### src/rtl/cgd_pkg.sv
package cgd_pkg;
  typedef enum logic [2:0] {
    ST_SLEEP = 3'd0,
    ST_ARM   = 3'd1,
    ST_OFF   = 3'd2,
    ST_T1    = 3'd3,
    ST_ON    = 3'd4,
    ST_T2    = 3'd5
  } cgd_state_e;

  localparam int unsigned NUM_TIMERS = 2;
  localparam int unsigned TMR_MAIN   = 0;  // aux release -> main on
  localparam int unsigned TMR_AUX    = 1;  // main off -> aux on
endpackage

### src/rtl/cgd_pwm_sense.sv
module cgd_pwm_sense (
  input  logic clk_i,
  input  logic rst_ni,
  input  logic pwm_i,
  output logic rise_o
);
  logic pwm_q;

  // reset to 1 so a command already high at reset is not taken as an edge
  always_ff @(posedge clk_i or negedge rst_ni) begin
    if (!rst_ni) pwm_q <= 1'b1;
    else         pwm_q <= pwm_i;
  end

  assign rise_o = pwm_i & ~pwm_q;
endmodule

### src/rtl/cgd_dead_timer.sv
module cgd_dead_timer #(
  parameter int unsigned DW = 8
) (
  input  logic          clk_i,
  input  logic          rst_ni,
  input  logic          load_i,
  input  logic          run_i,
  input  logic [DW-1:0] cfg_i,
  input  logic          zvs_i,
  output logic          done_o
);
  localparam logic [DW-1:0] ONE = DW'(1);

  logic [DW-1:0] cnt_q;
  logic [DW-1:0] ld_val;

  // setting 0 behaves as 1: remaining count is max(cfg,1)-1
  assign ld_val = (cfg_i == '0) ? '0 : cfg_i - ONE;
  assign done_o = run_i & ((cnt_q == '0) | zvs_i);

  always_ff @(posedge clk_i or negedge rst_ni) begin
    if (!rst_ni)               cnt_q <= '0;
    else if (load_i)           cnt_q <= ld_val;
    else if (run_i && !done_o) cnt_q <= cnt_q - ONE;
  end

  p_count_down_r3: assert property (@(posedge clk_i) disable iff (!rst_ni)
    (run_i && !done_o && !load_i) |=> (cnt_q < $past(cnt_q)));
endmodule

### src/rtl/cgd_seq.sv
module cgd_seq
  import cgd_pkg::*;
(
  input  logic       clk_i,
  input  logic       rst_ni,
  input  logic       en_i,
  input  logic       pwm_i,
  input  logic       rise_i,
  input  logic       zvs1_i,
  input  logic       zvs2_i,
  input  logic [1:0] t_done_i,
  output cgd_state_e nxt_o,
  output logic [1:0] t_load_o,
  output logic [1:0] t_run_o
);
  cgd_state_e st_q, nxt;

  always_comb begin
    nxt = st_q;
    if (!en_i) begin
      nxt = ST_SLEEP;
    end else begin
      unique case (st_q)
        ST_SLEEP: nxt = ST_ARM;
        ST_ARM:   if (rise_i) nxt = ST_T1;
        ST_OFF:   if (pwm_i) nxt = ST_T1;
        ST_T1: begin
          if (!pwm_i)                   nxt = ST_T2;
          else if (t_done_i[TMR_MAIN])  nxt = ST_ON;
        end
        ST_ON:    if (!pwm_i) nxt = ST_T2;
        ST_T2: begin
          if (pwm_i)                    nxt = ST_T1;
          else if (t_done_i[TMR_AUX])   nxt = ST_OFF;
        end
        default:  nxt = ST_SLEEP;
      endcase
    end
  end

  always_ff @(posedge clk_i or negedge rst_ni) begin
    if (!rst_ni) st_q <= ST_SLEEP;
    else         st_q <= nxt;
  end

  assign nxt_o = nxt;
  assign t_run_o[TMR_MAIN]  = (st_q == ST_T1);
  assign t_run_o[TMR_AUX]   = (st_q == ST_T2);
  assign t_load_o[TMR_MAIN] = (nxt == ST_T1) && (st_q != ST_T1);
  assign t_load_o[TMR_AUX]  = (nxt == ST_T2) && (st_q != ST_T2);

  p_zvs1_r4: assert property (@(posedge clk_i) disable iff (!rst_ni)
    (en_i && pwm_i && zvs1_i && st_q == ST_T1) |=> (st_q == ST_ON));
  p_zvs2_r4: assert property (@(posedge clk_i) disable iff (!rst_ni)
    (en_i && !pwm_i && zvs2_i && st_q == ST_T2) |=> (st_q == ST_OFF));
  p_t1_abort_r5: assert property (@(posedge clk_i) disable iff (!rst_ni)
    (en_i && !pwm_i && st_q == ST_T1) |=> (st_q == ST_T2));
  p_t2_abort_r6: assert property (@(posedge clk_i) disable iff (!rst_ni)
    (en_i && pwm_i && st_q == ST_T2) |=> (st_q == ST_T1));
  p_wake_arm_r9: assert property (@(posedge clk_i) disable iff (!rst_ni)
    (en_i && st_q == ST_SLEEP) |=> (st_q == ST_ARM));
  p_arm_hold_r9: assert property (@(posedge clk_i) disable iff (!rst_ni)
    (en_i && !rise_i && st_q == ST_ARM) |=> (st_q == ST_ARM));
endmodule

### src/rtl/cgd_out_stage.sv
module cgd_out_stage
  import cgd_pkg::*;
(
  input  logic       clk_i,
  input  logic       rst_ni,
  input  cgd_state_e nxt_i,
  input  logic       aux_inv_i,
  output logic       main_o,
  output logic       aux_o,
  output logic       aux_oe_o,
  output logic       aux_act_o
);
  logic main_q, act_q, oe_q, pin_q;
  logic main_d, act_d, oe_d;

  assign main_d = (nxt_i == ST_ON);
  assign act_d  = (nxt_i == ST_OFF);
  assign oe_d   = (nxt_i != ST_SLEEP);

  always_ff @(posedge clk_i or negedge rst_ni) begin
    if (!rst_ni) begin
      main_q <= 1'b0;
      act_q  <= 1'b0;
      oe_q   <= 1'b0;
      pin_q  <= 1'b0;
    end else begin
      main_q <= main_d;
      act_q  <= act_d;
      oe_q   <= oe_d;
      pin_q  <= oe_d & (act_d ^ aux_inv_i);
    end
  end

  assign main_o    = main_q;
  assign aux_o     = pin_q;
  assign aux_oe_o  = oe_q;
  assign aux_act_o = act_q;

  p_no_overlap_r10: assert property (@(posedge clk_i) disable iff (!rst_ni)
    !(main_q && act_q));
  p_main_gap_r1: assert property (@(posedge clk_i) disable iff (!rst_ni)
    $rose(main_q) |-> $past(!act_q));
  p_aux_gap_r2: assert property (@(posedge clk_i) disable iff (!rst_ni)
    $rose(act_q) |-> $past(!main_q));
endmodule

### src/rtl/cgd_deadtime.sv
module cgd_deadtime
  import cgd_pkg::*;
#(
  parameter int unsigned DW = 8
) (
  input  logic          clk_i,
  input  logic          rst_ni,
  input  logic          en_i,
  input  logic          pwm_i,
  input  logic          aux_inv_i,
  input  logic [DW-1:0] t1_cfg_i,
  input  logic [DW-1:0] t2_cfg_i,
  input  logic          zvs1_i,
  input  logic          zvs2_i,
  output logic          main_o,
  output logic          aux_o,
  output logic          aux_oe_o
);
  logic          rise;
  logic [1:0]    t_load, t_run, t_done, t_zvs;
  logic [DW-1:0] t_cfg [NUM_TIMERS];
  cgd_state_e    nxt;
  logic          aux_act;

  assign t_cfg[TMR_MAIN] = t1_cfg_i;
  assign t_cfg[TMR_AUX]  = t2_cfg_i;
  assign t_zvs[TMR_MAIN] = zvs1_i;
  assign t_zvs[TMR_AUX]  = zvs2_i;

  cgd_pwm_sense u_sense (
    .clk_i (clk_i),
    .rst_ni(rst_ni),
    .pwm_i (pwm_i),
    .rise_o(rise)
  );

  for (genvar gi = 0; gi < NUM_TIMERS; gi++) begin : g_tmr
    cgd_dead_timer #(.DW(DW)) u_tmr (
      .clk_i (clk_i),
      .rst_ni(rst_ni),
      .load_i(t_load[gi]),
      .run_i (t_run[gi]),
      .cfg_i (t_cfg[gi]),
      .zvs_i (t_zvs[gi]),
      .done_o(t_done[gi])
    );
  end

  cgd_seq u_seq (
    .clk_i   (clk_i),
    .rst_ni  (rst_ni),
    .en_i    (en_i),
    .pwm_i   (pwm_i),
    .rise_i  (rise),
    .zvs1_i  (zvs1_i),
    .zvs2_i  (zvs2_i),
    .t_done_i(t_done),
    .nxt_o   (nxt),
    .t_load_o(t_load),
    .t_run_o (t_run)
  );

  cgd_out_stage u_out (
    .clk_i    (clk_i),
    .rst_ni   (rst_ni),
    .nxt_i    (nxt),
    .aux_inv_i(aux_inv_i),
    .main_o   (main_o),
    .aux_o    (aux_o),
    .aux_oe_o (aux_oe_o),
    .aux_act_o(aux_act)
  );

  p_fall_main_off_r2: assert property (@(posedge clk_i) disable iff (!rst_ni)
    !pwm_i |=> !main_o);
  p_rise_aux_off_r1: assert property (@(posedge clk_i) disable iff (!rst_ni)
    pwm_i |=> !aux_act);
  p_sleep_r8: assert property (@(posedge clk_i) disable iff (!rst_ni)
    !en_i |=> (!main_o && !aux_oe_o && !aux_o));
  p_reset_r11: assert property (@(posedge clk_i)
    !rst_ni |-> (!main_o && !aux_oe_o && !aux_o));
endmodule

### config.mk
export PLATFORM = sky130hd
export DESIGN_NAME = cgd_deadtime
export DESIGN_NICKNAME = d
export VERILOG_FILES = /design/src/rtl/cgd_pkg.sv /design/src/rtl/cgd_pwm_sense.sv /design/src/rtl/cgd_dead_timer.sv /design/src/rtl/cgd_seq.sv /design/src/rtl/cgd_out_stage.sv /design/src/rtl/cgd_deadtime.sv
export SDC_FILE = /design/constraint.sdc
export NUM_CORES = 1
export LEC_CHECK = 0
export BUFFER_PORTS_ARGS = -buffer_cell sky130_fd_sc_hd__clkbuf_2
export CORE_MARGIN = 4
export CORE_UTILIZATION = 28
export DETAILED_ROUTE_END_ITERATION = 8
export PLACE_DENSITY = 0.5
export SETUP_SLACK_MARGIN = 0.3
export SLEW_MARGIN = 20
export SYNTH_ARGS = -nofsm -noshare
export SYNTH_HDL_FRONTEND = slang
export SYNTH_SLANG_ARGS = --single-unit
export TNS_END_PERCENT = 100
### constraint.sdc
create_clock -name clk_i -period 2.15 [get_ports clk_i]
set_clock_uncertainty 0.15 [all_clocks]
set_input_delay 0.3225 -clock clk_i [delete_from_list [all_inputs] [get_ports clk_i]]
set_output_delay 0.3225 -clock clk_i [all_outputs]
set_load 0.05 [all_outputs]
## Word level (Yosys, flattened, before mapping)

Index checks and enable logic that the tools add are counted.

| storage, ports and cells | value |
|---|---|
| output and inout port bits | 3 |
| word-level logic and storage cells | 59 |
| register bits after elaboration | 23 |

| cells by class | value |
|---|---|
| reduce and logical (&&, ||, !) cells | 14 |
| equality and inequality tests | 11 |
| add/sub/neg operators | 4 |
| bitwise logic cells | 8 |
| mux-type cells | 15 |

Operators with widths:

| operator | number |
|---|---|
| $mux W8 | 6 |
| $logic_not A8 Y1 | 4 |
| $sub A8 B1 Y8 const B | 4 |
| $mux W3 | 8 |
| $pmux W3 S6 | 1 |
| $eq A3 B2 Y1 const B | 4 |
| $eq A3 B3 Y1 const B | 4 |
| $and A1 B1 Y1 | 4 |
| $logic_and A1 B1 Y1 | 4 |
| $reduce_bool A2 Y1 | 2 |
| $eq A3 B1 Y1 const B | 1 |
| $logic_not A3 Y1 | 1 |
| $ne A3 B2 Y1 const B | 1 |
| $ne A3 B3 Y1 const B | 1 |
| $reduce_bool A3 Y1 | 1 |
| $logic_not A1 Y1 | 2 |
| $or A1 B1 Y1 | 2 |
| $not A1 Y1 | 1 |
| $xor A1 B1 Y1 | 1 |

## Depth between registers and ports, before layout

Gate-level depths: netlist (run 1).

| logic depth | value |
|---|---|
| depth after elaboration | 10 |
| gate-level depth with buffers | 8 |
| gate-level depth less buffers | 7 |

## Modules after synthesis

From an unflattened synthesis (run 1), not the netlist that was laid out.

| unflattened totals | value |
|---|---|
| cells, all modules | 199 |
| area, all modules | 1838.0 µm² |

Modules (own cells, without submodules):

| module | area each (µm²) | cells each | instances | seq. area each (µm²) |
|---|---|---|---|---|
| cgd_dead_timer | 684.4 | 76 | 2 | 200.2 |
| cgd_seq | 280.3 | 36 | 1 | 75.1 |
| cgd_out_stage | 148.9 | 9 | 1 | 100.1 |
| cgd_pwm_sense | 40.0 | 2 | 1 | 26.3 |

## Least setup slack after synthesis (run 1)

Ideal clock, no wire load.

| path | value |
|---|---|
| kind | register -> register |
| from | reg g_tmr[0].u_tmr.cnt_q[0] |
| to | reg g_tmr[0].u_tmr.cnt_q[1] |
| required time | 1875 ps |
| setup slack | 37 ps |
| stages on the path, launching flop included | 8 |
| arrival | 1838 ps |
| period minus slack after synthesis | 2113 ps |
| cells stage by stage | dfrtp_1 > inv_1 > ha_1 > nor3b_2 > a211o_4 > a31oi_2 > nand3_4 > mux2_4 |

| between the ends | value |
|---|---|
| cells in the longest elaborated chain, start to end | 10 |

RTL lines:

| item | line | source |
|---|---|---|
| start: declaration | cgd_dead_timer.sv:14 | `logic [DW-1:0] cnt_q;` |
| start signal: assignment | cgd_dead_timer.sv:23 | `else if (load_i) cnt_q <= ld_val;` |
| start signal: assignment | cgd_dead_timer.sv:24 | `else if (run_i && !done_o) cnt_q <= cnt_q - ONE;` |
| $logic_not A8 Y1 | cgd_dead_timer.sv:19 | `assign done_o = run_i & ((cnt_q == '0) \| zvs_i);` |
| $or A1 B1 Y1 | cgd_dead_timer.sv:19 |  |
| $and A1 B1 Y1 | cgd_dead_timer.sv:19 |  |
| $mux W3 | cgd_seq.sv:29 | `else if (t_done_i[TMR_MAIN]) nxt = ST_ON;` |
| $mux W3 | cgd_seq.sv:28 | `if (!pwm_i) nxt = ST_T2;` |
| $pmux W3 S6 | cgd_seq.sv:23 | `unique case (st_q)` |
| $mux W3 | cgd_seq.sv:20 | `if (!en_i) begin` |
| $eq A3 B2 Y1 | cgd_seq.sv:49 | `assign t_load_o[TMR_MAIN] = (nxt == ST_T1) && (st_q != ST_T1);` |
| $logic_and A1 B1 Y1 | cgd_seq.sv:49 |  |
| $mux W8 or $reduce_bool A2 Y1 (tied branches) | -- |  |

Parallel ways exist; a longest one is shown, timed or not. The select of a mux whose other input is x is not followed.
A chain may end at the register's enable or synchronous reset.

## Worst setup path after layout (run 1)

| path | value |
|---|---|
| from | reg g_tmr[0].u_tmr.cnt_q[1] |
| to | reg g_tmr[0].u_tmr.cnt_q[3] |

Same word-level chain as after synthesis.

==> metrics, run 1 <==
outcome complete, no violations; Max-slew headroom 60.7%; CTS buffer count 3; Setup TNS 0 ns; n_diodes 0; Cell Area, Placed 2070 um^2; vias in the first global route 1495; Final Power 0.00174 W; Cell variety after synth 50; CTS tree done; Post-synth ARST share 100%; Max Cap Viol 0; Slew @ Worst Pin 0.590 ns; Final Cell Area 2300 um^2; Final Hold Vio Count 0; Net Count, Synth 209; main flop type after synthesis dfrtp_1; WL final 3820 um; Hold Crit Class in -> reg; RSZ-0062 raised after global routing yes; CP startpoint kind flop; PD cells 756 nW/um^2; Die X-Extent 87.3 um; GPL Wtd Cong 0.789; Post-synth top cells dfrtp_1 (22), nand2_1 (19), mux2i_1 (15); Rows 28; most numerous cell in the Yosys netlist dfrtp_1; die area 7620 um^2; non-filler cells, final 310; cell taking the most area after synthesis dfrtp_1; Area growth syn-to-layout 30.7%; H-tree depth 1; Pins Over Slew Limit 0; minimum clock period 2.04 ns; Max Freq 490 MHz; Finish-stage setup viols 0; layout cells sized above 1 36.6%; Warnings, synthesis 0; global route overflow 0; post-placement cell count 291; # fillers 615; largest net degree at the start of global routing 24; arrival time at the worst endpoint 2.04 ns; WL/cell 12.3 um; Vias/cell 4.68; critical path endpoint category flop; Die Ht 87.3 um; Synth top area share 31.3%; DR DRC count 0; netlist area before placement 1760 um^2; post-synthesis sequential area ratio 32.8%; first-pass GRT wire length 6670 um; Critical Path RT 2.15 ns; IO Count 26; Clock Latency Late Sink 0.26 ns; Leak Pwr 1.01 nW; buffers added on ports 25; antenna-violating nets left 0; via count 1451; period utilisation layout 94.9%; largest cells by area after synthesis dfrtp_1 (31%), mux2i_1 (8.5%), xor2_1 (6.5%); Core ar. 6030 um^2; peak supply drop 257 uV; Clock Sinks 23; Clock Root Buffer clkbuf_8; CP Max Fanout 5; fin nets 263; drt pass-1 iters 4; EDFF count, synth 0; Syn Area/Cell 9.67 um^2; initial antenna violation count 0; gr usage total 10.8%; Initial DRC Count 37; DP HPWL 2920 um; Max Root-Sink Buffers 2; FF+latch count, synth 23; post-synthesis cell count 182; Setup Crit Path Kind reg -> reg; Initial Util 29.2%; Clock Pin Slew Worst Setup and Hold Paths 0.08 ns
metal layers:
| layer | routed length (um) | vias up | GRT usage (%) |
|---|---|---|---|
| met5 | 0 | - | 0 |
| met4 | 38 | 0 | 2.93 |
| met3 | 106 | 2 | 1.51 |
| met2 | 1840 | 16 | 19.0 |
| met1 | 1830 | 692 | 13.8 |
| li1 | - | 741 | - |
state kept, by name, indices dropped and copies added, names as in the netlist:
register,cells
u_out.aux_o,1
u_out.aux_oe_o,1
u_out.main_o,1
u_seq.st_q,3
g_tmr.u_tmr.cnt_q,16
u_sense.pwm_q,1
through the flow:
stage	hold slack [ns]	utilization (%)	setup slack [ns]
after floorplan	-0.123	-	0.0853
after global placement	0.219	34.3	0.0818
after detailed placement	0.211	34.3	0.0418
after CTS	0.0848	37.3	0.108
after global routing	0.106	38.2	0.0179
final	0.108	38.2	0.110
final cells by class:
cell class | count | area (um^2) | area share, %
multi-input combinational | 144 | 1180 | 51.3
sequential | 23 | 579 | 25.2
timing repair buffer | 54 | 364 | 15.8
tap | 75 | 93.8 | 4.08
clock buffer | 4 | 45.0 | 1.96
inverter | 10 | 37.5 | 1.63
where the power goes:
group,leakage [nW],switching [W],internal [W]
Combinational,0.708,0.000327,0.000393
Sequential,0.281,0.000175,0.000573
Clock,0.0228,0.000137,0.000132
cell usage in the layout (no fill, tap or decap), types with 4 or more instances in the layout:
| cell type | Yosys | routed |
|---|---|---|
| buf_6 | 0 | 5 |
| nor2b_1 | 4 | 4 |
| inv_1 | 10 | 10 |
| nand2b_1 | 5 | 5 |
| a21oi_1 | 6 | 4 |
| mux2i_1 | 15 | 15 |
| nor3_1 | 7 | 6 |
| buf_4 | 1 | 23 |
| xor2_1 | 13 | 13 |
| dfrtp_1 | 22 | 20 |
| nand2_1 | 19 | 19 |
| nor2_1 | 10 | 9 |
| clkbuf_2 | 0 | 25 |
| xnor2_1 | 9 | 9 |
| nand3_1 | 6 | 6 |
path summary, 6_finish.rpt:
path | from | endpoint | slack (ns) | cells past startpoint
max | g_tmr[0].u_tmr.cnt_q[1] | g_tmr[0].u_tmr.cnt_q[3] | 0.11 | 7
min | aux_inv_i | u_out.aux_o | 0.11 | 2
max reg2reg | g_tmr[0].u_tmr.cnt_q[1] | g_tmr[0].u_tmr.cnt_q[3] | 0.11 | 7
min reg2reg | g_tmr[1].u_tmr.cnt_q[7] | g_tmr[1].u_tmr.cnt_q[7] | 0.47 | 2
max in group asynchronous | rst_ni | u_seq.st_q[1] | 0.99 | 2
min in group asynchronous | rst_ni | g_tmr[0].u_tmr.cnt_q[6] | 0.44 | 2
critical path, cell delays in order, from the launching register on:
cell	delay, ns
dfrtp_1	0.36
inv_1	0.05
ha_2	0.17
nor3b_4	0.15
a211o_4	0.37
or4_4	0.43
xor2_1	0.16
mux2i_1	0.09
kinds of logic (layout without fill, tap and decap cells):
kind of cell / count (synthesis) / after routing / share of synthesized area [%]
flip-flops: 23 / 23 / 32.8
adder cells (fa/ha/maj): 4 / 4 / 2.85
AO/OA/AOI/OAI: 25 / 25 / 11.8
buffers and inverters: 15 / 68 / 4.12
multiplexers: 17 / 17 / 10.0
AND/OR/NAND/NOR: 76 / 76 / 27.5
XOR/XNOR: 22 / 22 / 11.0
repair_timing:
action                                 4_1_cts  5_1_grt
gates resized for setup                     10        9
pin swaps                                    9        7
endpoints found under the hold margin       22        0
setup endpoints to repair                   19       19
setup buffers                               11        3
hold buffers                                 1        0
No activity file was read; power rests on OpenSTA's default activity.
==> run 2, diff against run 1 <==
CORE_UTILIZATION = 40   (was 28)
PLACE_DENSITY = 0.62   (was 0.5)
clock period = 2 ns   (was 2.15 ns; I/O delays follow)
==> metrics, run 2 (synthesis gave the netlist of run 1 again) <==
outcome complete, but fails checks (was complete, no violations); violated checks setup timing; vias in the first global route 1544 (was 1495); Finish-stage setup viols 3 (was 0); via count 1496 (was 1451); Clock Pin Slew Worst Setup and Hold Paths 0.08 ns (about the same); H-tree depth 1 (unchanged); CP startpoint kind flop (unchanged); max FFs per register 16 (unchanged); PD cells 830 nW/um^2 (was 756 nW/um^2); Max-slew headroom 61.2% (was 60.7%); critical path endpoint category flop (unchanged); IO Count 26 (unchanged); Critical Path RT 2.04 ns (was 2.15 ns); WL final 3910 um (was 3820 um); Slew @ Worst Pin 0.582 ns (was 0.590 ns); Final Hold Vio Count 0 (unchanged); post-layout util 57.5% (was 38.2%); Setup TNS -0.0754 ns (was 0 ns); commonest non-fill, non-tap cell in the layout buf_4 (was clkbuf_2); DR DRC count 0 (unchanged); RSZ-0062 raised after global routing yes (unchanged); Place WS -0.0648 ns (was 0.0418 ns); GPL Wtd Cong 0.807 (was 0.789); post-route setup slack -0.0483 ns (was 0.110 ns); gr usage total 15.8% (was 10.8%); commonest non-fill, non-tap cells in the layout buf_4 (34), clkbuf_2 (25), dfrtp_1 (21) (was clkbuf_2 (25), buf_4 (23), dfrtp_1 (20)); layout cells sized above 1 40.5% (was 36.6%); Initial Util 42.7% (was 29.2%); period utilisation layout 102% (was 94.9%); Max Root-Sink Buffers 2 (unchanged); initial antenna violation count 0 (unchanged); buffers added on ports 25 (unchanged); CTS buffer count 3 (unchanged); die area 5520 um^2 (was 7620 um^2); Clock Root Buffer clkbuf_8 (unchanged); drt pass-1 iters 4 (unchanged); CTS tree done (unchanged); CP Max Fanout 5 (unchanged); Clock Latency Late Sink 0.26 ns (about the same); Setup Crit Path Kind reg -> reg (unchanged); Core ar. 4120 um^2 (was 6030 um^2); Area growth syn-to-layout 34.6% (was 30.7%); Max Freq 488 MHz (was 490 MHz); minimum clock period 2.05 ns (was 2.04 ns); Leak Pwr 1.07 nW (was 1.01 nW); first-pass GRT wire length 6800 um (was 6670 um); Vias/cell 5.04 (was 4.68); arrival time at the worst endpoint 2.08 ns (was 2.04 ns); global route overflow 0 (unchanged); Die X-Extent 74.3 um (was 87.3 um); Rows 23 (was 28); hold slack 0.0957 ns (was 0.108 ns); Top reg by flops g_tmr.u_tmr.cnt_q (unchanged); fin nets 275 (was 263); peak supply drop 338 uV (was 257 uV); Hold Crit Class in -> reg (unchanged); Initial DRC Count 72 (was 37); Largest regs g_tmr.u_tmr.cnt_q x16, u_seq.st_q x3 (unchanged); Clock Sinks 23 (unchanged); n_diodes 0 (unchanged); DP HPWL 2990 um (was 2920 um); antenna-violating nets left 0 (unchanged); Max Cap Viol 0 (unchanged); largest net degree at the start of global routing 24 (unchanged); Pins Over Slew Limit 0 (unchanged); Die Ht 74.3 um (was 87.3 um); WL/cell 13.2 um (was 12.3 um)
## run 2: path summary, 6_finish.rpt
check | end | slack [ns] | depth (start not counted) | from
max | g_tmr[0].u_tmr.cnt_q[3] | -0.05 | 7 | g_tmr[0].u_tmr.cnt_q[0]
min | u_out.aux_o | 0.1 | 2 | aux_inv_i
max reg2reg | g_tmr[0].u_tmr.cnt_q[3] | -0.05 | 7 | g_tmr[0].u_tmr.cnt_q[0]
min reg2reg | g_tmr[1].u_tmr.cnt_q[7] | 0.44 | 2 | g_tmr[1].u_tmr.cnt_q[7]
max in group asynchronous | u_seq.st_q[0] | 0.87 | 2 | rst_ni
min in group asynchronous | g_tmr[0].u_tmr.cnt_q[7] | 0.41 | 2 | rst_ni
## run 2: critical path, stage by stage, from the launching register on
cell and delay, ns:
dfrtp_1 0.36, inv_1 0.05, ha_2 0.17, nor3b_4 0.15
a211o_4 0.37, or4_4 0.42, xor2_1 0.15, mux2i_1 0.15
## run 2: routing by layer
metal / wire length, um / global-route usage, % / vias up
li1: - / - / 774
met1: 1820 / 20.6 / 695
met2: 1910 / 26.8 / 22
met3: 126 / 1.89 / 5
met4: 63 / 5.93 / 0
met5: 0 / 0 / -
## run 2: power breakdown
group	switching (W)	internal, W	leakage, nW
registers	0.000173	0.000616	0.283
logic	0.000384	0.000504	0.769
clock network	0.000146	0.000142	0.0228
total	0.000703	0.00126	1.07
## run 2: layout make-up
cell class	count	area, um^2
Sequential cell	23	578
Tap cell	50	62.6
Inverter	10	37.5
Clock buffer	4	45.0
Multi-Input combinational cell	144	1190
Fill cell	379	1750
Timing Repair Buffer	66	458
## run 2: what timing repair did
| action | in CTS | in global routing |
|---|---|---|
| endpoints found under the setup margin | 21 | 21 |
| pin swaps | 7 | 6 |
| setup buffers | 8 | 4 |
| hold buffers | 1 | 0 |
| endpoints found under the hold margin | 22 | 0 |
| resized for setup | 10 | 10 |
## run 2: metrics by stage
step	power, W	std cells	instance area (um^2)
after global placement	0.00154	280	2150
after floorplan	0.00126	182	1780
final	0.00197	297	2370
after global routing	0.00212	297	2370
after CTS	0.00193	293	2300
after detailed placement	0.00156	280	2150
==> run 3, diff against run 2 <==
CORE_MARGIN = 8   (was 4)
==> metrics, run 3 (synthesis gave the netlist of run 1 again) <==
outcome complete, but fails checks (unchanged); violated checks setup timing (unchanged); fin nets 274 (was 275); layout cells sized above 1 41.5% (was 40.5%); WL/cell 13.6 um (was 13.2 um); FF-to-FF path depth 7 (unchanged); first-pass GRT wire length 6950 um (was 6800 um); register area 578 um^2 (unchanged); DR DRC count 0 (unchanged); CP max-delay cell dfrtp_1 (was or4_4); drt pass-1 iters 4 (unchanged); GPL Wtd Cong 0.800 (was 0.807); Final Power 0.00195 W (was 0.00197 W); Die Ht 82.3 um (was 74.3 um); WHS Path Cells 2 (unchanged); peak per-stage delay on the critical path 0.38 ns (was 0.42 ns); initial antenna violation count 0 (unchanged); gr usage total 12.8% (was 15.8%); Slew @ Worst Pin 0.589 ns (was 0.582 ns); Die X-Extent 82.3 um (was 74.3 um); Max Freq 496 MHz (was 488 MHz); post-layout util 55.8% (was 57.5%); Clock Pin Slew Worst Setup and Hold Paths 0.08 ns (about the same); RSZ-0062 raised after global routing yes (unchanged); Top reg by flops g_tmr.u_tmr.cnt_q (unchanged); buffers added on ports 25 (unchanged); CTS tree done (unchanged); Final Hold Vio Count 0 (unchanged); CP startpoint kind flop (unchanged); IO Count 26 (unchanged); Clock Root Buffer clkbuf_8 (unchanged); minimum clock period 2.02 ns (was 2.05 ns); Rows 24 (was 23); reg-to-reg endpoint g_tmr[0].u_tmr.cnt_q[1] (was g_tmr[0].u_tmr.cnt_q[3]); Core ar. 4290 um^2 (was 4120 um^2); H-tree depth 1 (unchanged); commonest non-fill, non-tap cell in the layout buf_4 (unchanged); Final Cell Area 2400 um^2 (was 2370 um^2); Max Cap Viol 0 (unchanged); Largest regs g_tmr.u_tmr.cnt_q x16, u_seq.st_q x3 (unchanged); CP cell instances inv_1 > ha_2 > nor4b_4 > a21oi_2 > o21ai_2 > nand3_4 > mux2_4 (was inv_1 > ha_2 > nor3b_4 > a211o_4 > or4_4 > xor2_1 > mux2i_1); peak supply drop 349 uV (was 338 uV); largest net degree at the start of global routing 24 (unchanged); CTS buffer count 3 (unchanged); WL final 4060 um (was 3910 um); Pins Over Slew Limit 0 (unchanged); n_diodes 0 (unchanged); post-route setup slack -0.0151 ns (was -0.0483 ns); Max Root-Sink Buffers 2 (unchanged); Finish-stage setup viols 2 (was 3); Clock Latency Late Sink 0.26 ns (about the same); Clock Sinks 23 (unchanged); Initial DRC Count 78 (was 72); Max-slew headroom 60.7% (was 61.2%); R2R Path Start g_tmr[1].u_tmr.cnt_q[0] (was g_tmr[0].u_tmr.cnt_q[0]); vias in the first global route 1596 (was 1544); max FFs per register 16 (unchanged); Area growth syn-to-layout 36.3% (was 34.6%); DP HPWL 3040 um (was 2990 um); Critical Path RT 2.01 ns (was 2.04 ns); Leak Pwr 1.08 nW (was 1.07 nW); PD cells 815 nW/um^2 (was 830 nW/um^2); area of the multi-input gates 1200 um^2 (was 1190 um^2); commonest non-fill, non-tap cells in the layout buf_4 (28), clkbuf_2 (25), dfrtp_1 (21) (was buf_4 (34), clkbuf_2 (25), dfrtp_1 (21)); die area 6780 um^2 (was 5520 um^2); r2r setup slk -0.02 ns (was -0.05 ns); Hold Crit Endpoint u_out.aux_o (unchanged); arrival time at the worst endpoint 2.02 ns (was 2.08 ns); period utilisation layout 101% (was 102%); Setup Crit Path Kind reg -> reg (unchanged); CP Max Fanout 3 (was 5); antenna-violating nets left 0 (unchanged); Hold Crit Class in -> reg (unchanged); Setup crit start g_tmr[1].u_tmr.cnt_q[0] (was g_tmr[0].u_tmr.cnt_q[0]); global route overflow 0 (unchanged); critical path endpoint category flop (unchanged); Vias/cell 5.15 (was 5.04); # fillers 384 (was 379); Initial Util 41.0% (was 42.7%); via count 1535 (was 1496); Cell Area, Placed 2130 um^2 (was 2150 um^2); critical hold path startpoint aux_inv_i (unchanged)
run 3: changes by cell type in the layout (fill, tap and decap cells not counted), sizes merged:
cell / before / now
buf: 40 / 39
run 3: routing by layer:
layer  wire, um  global-route usage, %  up-vias
li1           -                      -      766
met5          0                      0        -
met1       1840                   16.6      734
met4         55                   4.21        0
met2       2000                   21.5       31
met3        161                   1.62        4
run 3: worst max-delay path by stage:
stage / slack, ns / cells after the start / endpoint
finish: -0.02 / 7 / g_tmr[0].u_tmr.cnt_q[1]
global route: -0.13 / 7 / g_tmr[0].u_tmr.cnt_q[1]
CTS: -0.003 / 7 / g_tmr[0].u_tmr.cnt_q[3]
detailed placement: -0.02 / 8 / g_tmr[1].u_tmr.cnt_q[3]
global placement: 0.02 / 7 / g_tmr[0].u_tmr.cnt_q[3]
floorplan: -0.06 / 7 / g_tmr[0].u_tmr.cnt_q[1]
run 3: what timing repair did:
action | CTS | global route
pin swaps | 12 | 15
endpoints found under the setup margin | 20 | 21
endpoints found under the hold margin | 22 | 0
gates resized for setup | 17 | 11
cloned | 0 | 0
setup buffers | 7 | 6
hold buffers | 1 | 0
run 3: worst max-delay path: cells and delay by family (launching register included):
family                   cells  cell delay, ns
adder cells (fa/ha/maj)      1            0.18
AND/OR/NAND/NOR              2            0.42
multiplexers                 1            0.31
AO/OA/AOI/OAI                2            0.40
buffers and inverters        1            0.06
flip-flops                   1            0.38
run 3: cell type report:
cell class	count	share of cell area (%)
inverters	10	1.57
well taps	52	2.71
multi-input cells	144	50.2
clock buffers	4	1.88
flip-flops and latches	23	24.1
repair buffers	65	19.6
run 3: power by group:
part / switching, W / internal, W / total [W]
Sequential: 0.000179 / 0.000616 / 0.000796
Clock: 0.000152 / 0.000142 / 0.000295
Combinational: 0.000383 / 0.000482 / 0.000865
run 3: stage by stage:
step	setup WS (ns)	TNS, ns	cells	hold WS, ns
after CTS	-0.00341	-0.00446	292	0.0679
after global placement	0.0176	0	280	0.191
after floorplan	-0.0639	-0.0862	182	-0.146
after detailed placement	-0.0222	-0.0795	280	0.186
final	-0.0151	-0.0255	298	0.0817
after global routing	-0.127	-1.22	298	0.0928
